<file path="config.mk">
export PLATFORM = sky130hd
export DESIGN_NAME = csrx_unit
export DESIGN_NICKNAME = d
export VERILOG_FILES = /design/src/rtl/csrx_pkg.sv /design/src/rtl/csrx_decode.sv /design/src/rtl/csrx_update.sv /design/src/rtl/csrx_bank.sv /design/src/rtl/csrx_unit.sv
export SDC_FILE = /design/constraint.sdc
export NUM_CORES = 1
export LEC_CHECK = 0
export BUFFER_PORTS_ARGS = -buffer_cell sky130_fd_sc_hd__buf_4
export CAP_MARGIN = 0
export CORE_MARGIN = 3
export CORE_UTILIZATION = 50
export DETAILED_ROUTE_END_ITERATION = 16
export GPL_TIMING_DRIVEN = 0
export PLACE_DENSITY = 0.73
export SETUP_SLACK_MARGIN = 0.2
export SYNTH_ARGS = -nofsm -noshare
export SYNTH_HDL_FRONTEND = slang
export SYNTH_SLANG_ARGS = --single-unit
</file>
<file path="constraint.sdc">
create_clock -name clk -period 3.7 [get_ports clk]
set_input_delay 0.74 -clock clk [delete_from_list [all_inputs] [get_ports clk]]
set_output_delay 0.74 -clock clk [all_outputs]
set_load 0.01 [all_outputs]
</file>
<file path="src/rtl/csrx_pkg.sv">
package csrx_pkg;

   localparam logic [6:0] SYS_OPCODE = 7'b1110011;
   localparam int         ADDR_W     = 12;
   localparam int         IDX_W      = 5;

   // Low two funct3 bits select the operation; bit 2 selects the immediate form.
   typedef enum logic [1:0] {
      OP_NONE  = 2'b00,
      OP_SWAP  = 2'b01,
      OP_SET   = 2'b10,
      OP_CLEAR = 2'b11
   } csr_op_e;

   typedef struct packed {
      logic              is_sys;
      csr_op_e           op;
      logic              imm_form;
      logic              is_ecall;
      logic              is_ebreak;
      logic              bad_enc;
      logic [ADDR_W-1:0] addr;
      logic [IDX_W-1:0]  src_idx;
      logic [IDX_W-1:0]  rd_idx;
   } csr_dec_t;

endpackage

</file>
<file path="src/rtl/csrx_decode.sv">
module csrx_decode
   import csrx_pkg::*;
(
   input  logic [31:0] instr_i,
   output csr_dec_t    dec_o
);

   logic [2:0] funct3;
   logic       zero_body;

   assign funct3    = instr_i[14:12];
   // every field except the address low bit and opcode is zero
   assign zero_body = (instr_i[31:21] == 11'd0) && (instr_i[19:7] == 13'd0);

   always_comb begin
      dec_o           = '0;
      dec_o.is_sys    = (instr_i[6:0] == SYS_OPCODE);
      dec_o.addr      = instr_i[31:20];
      dec_o.src_idx   = instr_i[19:15];
      dec_o.rd_idx    = instr_i[11:7];
      dec_o.imm_form  = funct3[2];
      dec_o.op        = csr_op_e'(funct3[1:0]);
      if (dec_o.is_sys && funct3 == 3'b000) begin
         dec_o.is_ecall  = zero_body && !instr_i[20];
         dec_o.is_ebreak = zero_body &&  instr_i[20];
         dec_o.bad_enc   = !zero_body;
      end else if (dec_o.is_sys && funct3 == 3'b100) begin
         dec_o.bad_enc   = 1'b1;
         dec_o.op        = OP_NONE;
      end
   end

endmodule

</file>
<file path="src/rtl/csrx_update.sv">
module csrx_update
   import csrx_pkg::*;
#(
   parameter int XLEN = 32
) (
   input  csr_op_e           op_i,
   input  logic              imm_form_i,
   input  logic [IDX_W-1:0]  src_idx_i,
   input  logic [XLEN-1:0]   rs1_val_i,
   input  logic [XLEN-1:0]   old_i,
   output logic [XLEN-1:0]   new_o
);

   logic [XLEN-1:0] operand;

   generate
      if (XLEN > IDX_W) begin : g_zext
         assign operand = imm_form_i ? {{(XLEN-IDX_W){1'b0}}, src_idx_i} : rs1_val_i;
      end else begin : g_trunc
         assign operand = imm_form_i ? src_idx_i[XLEN-1:0] : rs1_val_i;
      end
   endgenerate

   always_comb begin
      unique case (op_i)
         OP_SWAP:  new_o = operand;
         OP_SET:   new_o = old_i | operand;
         OP_CLEAR: new_o = old_i & ~operand;
         default:  new_o = old_i;
      endcase
   end

endmodule

</file>
<file path="src/rtl/csrx_bank.sv">
module csrx_bank
   import csrx_pkg::*;
#(
   parameter int XLEN     = 32,
   parameter int NUM_CSR  = 4,
   parameter int CSR_BASE = 0
) (
   input  logic              clk,
   input  logic              rst_n,
   input  logic [ADDR_W-1:0] addr_i,
   input  logic              wr_i,
   input  logic [XLEN-1:0]   wdata_i,
   output logic [XLEN-1:0]   rdata_o,
   output logic              hit_o
);

   logic [NUM_CSR-1:0][XLEN-1:0] regs;
   logic [NUM_CSR-1:0]           sel;

   generate
      for (genvar i = 0; i < NUM_CSR; i++) begin : g_entry
         localparam logic [ADDR_W-1:0] MY_ADDR = ADDR_W'(CSR_BASE + i);
         assign sel[i] = (addr_i == MY_ADDR);
         always_ff @(posedge clk or negedge rst_n) begin
            if (!rst_n)              regs[i] <= '0;
            else if (wr_i && sel[i]) regs[i] <= wdata_i;
         end
      end
   endgenerate

   always_comb begin
      rdata_o = '0;
      for (int j = 0; j < NUM_CSR; j++)
         if (sel[j]) rdata_o = regs[j];
   end

   assign hit_o = |sel;

   AST_BANK_HOLD: assert property (@(posedge clk) disable iff (!rst_n)
      !wr_i |=> $stable(regs)) else $error("bank changed without write");

   AST_BANK_COMMIT: assert property (@(posedge clk) disable iff (!rst_n)
      (wr_i && hit_o) |=> (rdata_o == $past(wdata_i)) || (addr_i != $past(addr_i)))
      else $error("write not committed");

endmodule

</file>
<file path="src/rtl/csrx_unit.sv">
module csrx_unit
   import csrx_pkg::*;
#(
   parameter int XLEN     = 32,
   parameter int NUM_CSR  = 4,
   parameter int CSR_BASE = 0
) (
   input  logic              clk,
   input  logic              rst_n,
   input  logic              req_i,
   input  logic [31:0]       instr_i,
   input  logic [XLEN-1:0]   rs1_val_i,
   output logic [11:0]       csr_addr_o,
   output logic              csr_rd_o,
   output logic              csr_wr_o,
   output logic [XLEN-1:0]   csr_wdata_o,
   output logic [XLEN-1:0]   rd_data_o,
   output logic              rd_we_o,
   output logic              ecall_o,
   output logic              ebreak_o,
   output logic              illegal_o
);

   localparam int ADDR_SPAN = 1 << ADDR_W;

   generate
      if (NUM_CSR < 1) begin : g_chk_num
         $error("NUM_CSR must be at least 1");
      end
      if (CSR_BASE < 0 || CSR_BASE + NUM_CSR > ADDR_SPAN) begin : g_chk_range
         $error("bank exceeds the 12-bit address space");
      end
      if (XLEN < 1) begin : g_chk_xlen
         $error("XLEN must be positive");
      end
   endgenerate

   csr_dec_t        dec;
   logic [XLEN-1:0] old_val;
   logic [XLEN-1:0] new_val;
   logic            hit;
   logic            act;
   logic            is_access;
   logic            read_en;
   logic            write_en;

   csrx_decode i_decode (
      .instr_i (instr_i),
      .dec_o   (dec)
   );

   csrx_update #(.XLEN(XLEN)) i_update (
      .op_i       (dec.op),
      .imm_form_i (dec.imm_form),
      .src_idx_i  (dec.src_idx),
      .rs1_val_i  (rs1_val_i),
      .old_i      (old_val),
      .new_o      (new_val)
   );

   csrx_bank #(.XLEN(XLEN), .NUM_CSR(NUM_CSR), .CSR_BASE(CSR_BASE)) i_bank (
      .clk     (clk),
      .rst_n   (rst_n),
      .addr_i  (dec.addr),
      .wr_i    (csr_wr_o),
      .wdata_i (new_val),
      .rdata_o (old_val),
      .hit_o   (hit)
   );

   assign act       = req_i && dec.is_sys;
   assign is_access = act && (dec.op != OP_NONE) && !dec.bad_enc;
   // swap skips the read for rd = 0; set/clear skip the write for a zero source field
   assign read_en   = (dec.op != OP_SWAP) || (dec.rd_idx != '0);
   assign write_en  = (dec.op == OP_SWAP) || (dec.src_idx != '0);

   assign csr_addr_o  = dec.addr;
   assign csr_rd_o    = is_access && hit && read_en;
   assign csr_wr_o    = is_access && hit && write_en;
   assign csr_wdata_o = new_val;
   assign rd_data_o   = csr_rd_o ? old_val : '0;
   assign rd_we_o     = csr_rd_o && (dec.rd_idx != '0);
   assign ecall_o     = act && dec.is_ecall;
   assign ebreak_o    = act && dec.is_ebreak;
   assign illegal_o   = act && (dec.bad_enc || ((dec.op != OP_NONE) && !hit));

   AST_SWAP_RD0_NO_READ: assert property (@(posedge clk) disable iff (!rst_n)
      (req_i && instr_i[6:0] == SYS_OPCODE && instr_i[13:12] == 2'b01 && instr_i[11:7] == 5'd0)
      |-> !csr_rd_o) else $error("read strobe on rd=0 swap");

   AST_SETCLR_ZERO_NO_WRITE: assert property (@(posedge clk) disable iff (!rst_n)
      (req_i && instr_i[6:0] == SYS_OPCODE && instr_i[13] && instr_i[19:15] == 5'd0)
      |-> !csr_wr_o) else $error("write strobe with zero source");

   AST_ILLEGAL_QUIET: assert property (@(posedge clk) disable iff (!rst_n)
      illegal_o |-> !(csr_rd_o || csr_wr_o || rd_we_o)) else $error("strobe on illegal");

   AST_ONE_FLAG: assert property (@(posedge clk) disable iff (!rst_n)
      $onehot0({ecall_o, ebreak_o, illegal_o})) else $error("several flags");

   AST_IDLE_QUIET: assert property (@(posedge clk) disable iff (!rst_n)
      !req_i |-> !(csr_rd_o || csr_wr_o || rd_we_o || ecall_o || ebreak_o || illegal_o))
      else $error("activity without request");

   AST_RDWE_NEEDS_RD: assert property (@(posedge clk) disable iff (!rst_n)
      rd_we_o |-> (csr_rd_o && instr_i[11:7] != 5'd0)) else $error("bad rd_we");

endmodule

</file>
==> impl_metrics.yaml <==
run_status:
  outcome: "finished with violations"
  violations: "setup timing"
layout:
  regMostFlops: "i_bank.regs"
  utilization: 0.6851
  area_delta_synth_final_pct: 33.51
  nNetsFinal: 938
  final_common_cell: "buf_4"
  reg_top3: "i_bank.regs: 128 flops"
  largest_reg_flops: 128
  finish.instance_area_mm2: 0.01049
  antenna_cells: 0
  final_cell_mix: "156 x buf_4, 128 x dfrtp_1, 93 x mux2_2"
  drive_gt1_frac: 0.5226
drt:
  dr.pass1.iters: 5
  wl_per_cell_um: 22.81
  drt_iter0_drc: 532
  wirelength_mm: 24.97
  drc: 0
  viasPerCell: 6.002
  via_count: 6572
  drtAntennaViolNets: 0
synth:
  ys_ff_latch: 128
  synth_cells: 688
  synth_top_family_by_area: "multiplexers"
  ys_seq_area_frac: 0.4076
  yosys.area_share.simple: 0.1006
  synth_top_cell_area_share: 0.4076
  synth_fa_ha_area_frac: 0
  synth_area_leaders: "dfrtp_1 41%, mux2_2 13%, mux4_2 9.2%"
  synth_xor_area_frac: 0.03121
  ys_warn_count: 0
  synth_mux_area_frac: 0.3339
  syn_nets: 755
  syn_area_mm2: 0.007859
  synth.largest_area_cell: "dfrtp_1"
  ys_types: 36
  syn_area_per_cell_um2: 11.42
  synth-compound-area-share: 0.08120
power_and_ir_drop:
  power_leakage_nw: 4.849
  vdd_drop_max_mv: 0.3629
  power_density_mw_per_mm2: 325.3
die:
  ios: 149
  dieWidth_um: 131.4
  rows: 45
  die-area_mm2: 0.01726
  chipHeight_um: 131.4
  core_mm2: 0.01531
  start_util: 0.5132
timing:
  maxSlewHeadroom: 0.4198
  setup_violations: 2
  finalHoldWorstSlack_ns: 0.2160
  skew_ns: 0.006709
  tns_ns: -0.01667
  rsz0062_at_grt: "true"
  drv_slew: 0
  finalWorstSetupSlack_ns: -0.01362
  period_needed_ns: 3.714
  tightest_slew_ns: 0.8703
  fmaxAchievable_mhz: 269.3
  post-route-period-util: 1.004
  hold_viol_final: 0
grt:
  grt_first_pass_wirelength_mm: 39.08
  grt_pass1_vias: 7037
  grt_max_degree: 88
  antenna_found_initial: 0
  grt.total_usage: 0.2902
  gr-total-overflow: 0
worst_hold_path:
  hold_path_class: "in2async"
clock_tree:
  cts_made_buffers: 17
  numClockSinks: 128
  htree_levels: 4
  hold_buffers: 0
  path_clk_slew_ns: 0.06
  cts_tree: "done"
  clk-insertion-delay-late_ns: 0.43
  cts.path.max_buffers: 2
  cts_root_buffer: "clkbuf_16"
worst_setup_path:
  path_common_cell: "buf_6"
  start_kind: "input port"
  crit_arrival_ns: 2.97
  path_max_fanout: 6
  cp.buffers_inverters: 5
  cp_cell_sequence: "buf_6 -> or4_4 -> buf_6 -> or3_4 -> or2_4 -> or2_4 -> buf_12 -> clkbuf_16 -> a21oi_4 -> buf_6"
  worst_ep_required_time_ns: 2.96
  crit_slowest_cell: "or4_4"
  cp-end-kind: "output port"
  critPathKind: "in2out"
  worst_path_dominant_cell_family: "simple AND/OR/NAND/NOR gates"
  max_stage_delay_ns: 0.52
place:
  dp_hpwl_mm: 16.40
  placed_cell_area_mm2: 0.009383
  numPortBuffers: 145
  dp_slack_ns: -0.5549
  gp_congestion: 0.8157
flow_run:
  cap_viol_max_count: 0
[cells in the mapped netlist]
library cell / number
mux2_1: 36
buf_1: 10
mux2_2: 93
nor2b_1: 28
nand4_1: 2
nand3_1: 2
buf_2: 13
xnor2_1: 27
nand2b_1: 1
nor4_1: 6
or4_1: 4
o21ai_0: 33
inv_1: 1
inv_2: 1
nand3b_1: 1
mux4_2: 32
a22oi_1: 27
nand2_1: 39
nor2_1: 55
nor4_4: 1
or2_1: 1
xor2_1: 1
or2_2: 2
buf_6: 4
nor3_4: 1
and2_1: 6
buf_4: 14
or2_4: 1
or3b_2: 1
mux2_4: 30
dfrtp_1: 128
nor3_1: 5
clkbuf_1: 26
a21oi_1: 54
or4_4: 1
or3_4: 1
[worst paths after layout]
check	start	end	slack, ns	depth (start not counted)
max in group asynchronous	rst_n	i_bank.regs[1]	2.68	2
worst max register to register	i_bank.regs[25]	i_bank.regs[89]	1.89	5
worst max-delay path	instr_i[27]	rd_data_o[27]	-0.01	10
min in group clk	i_bank.regs[99]	i_bank.regs[99]	0.49	1
worst min-delay path	rst_n	i_bank.regs[67]	0.22	1
worst min register to register	i_bank.regs[99]	i_bank.regs[99]	0.49	1
[worst register-to-register path, stage by stage (launching register included)]
cell,delay [ns]
dfrtp_1,0.41
mux4_2,0.47
a22oi_1,0.24
a21oi_2,0.09
buf_4,0.21
mux2_1,0.28
[through the flow]
step / power [mW] / instances
floorplan: 1.632 / 688
finish: 3.413 / 1095
CTS: 3.414 / 1090
detailed placement: 1.827 / 1045
global placement: 1.814 / 1044
global route: 3.520 / 1095
[where the power goes]
part,internal [mW],total [mW],switching (mW)
logic,0.182,0.435,0.253
registers,1.40,1.40,0.0000104
clock network,0.946,1.58,0.632
[cells by family after synthesis]
family | count (synthesis)
buffers and inverters | 69
multiplexers | 191
flip-flops | 128
AO/OA/AOI/OAI | 114
AND/OR/NAND/NOR | 158
XOR/XNOR | 28
[cell type report]
class,instances,area [µm²]
Buffer,67,454.2
Clock buffer,20,456.7
Clock inverter,12,92.59
Fill cell,1164,4822
Inverter,2,7.507
Multi-Input combinational cell,491,4654
Sequential cell,128,3203
Tap cell,211,264.0
Timing Repair Buffer,164,1360
[per-layer routing]
layer | vias up | share of wire | global-route usage
met1 | 3387 | 0.41 | 0.3748
met2 | 278 | 0.49 | 0.4749
li1 | 2843 | - | -
met5 | - | 0 | 0
met4 | 0 | 0.031 | 0.1120
met3 | 64 | 0.064 | 0.07159
[what timing repair did]
item / CTS / global route
cloned: 3 / 0
hold endpoints to repair: 0 / 0
resized for setup: 92 / 36
buffers inserted: 10 / 5
setup endpoints to repair: 62 / 59
pin swaps: 4 / 1
(Power assumes the default switching activity.)
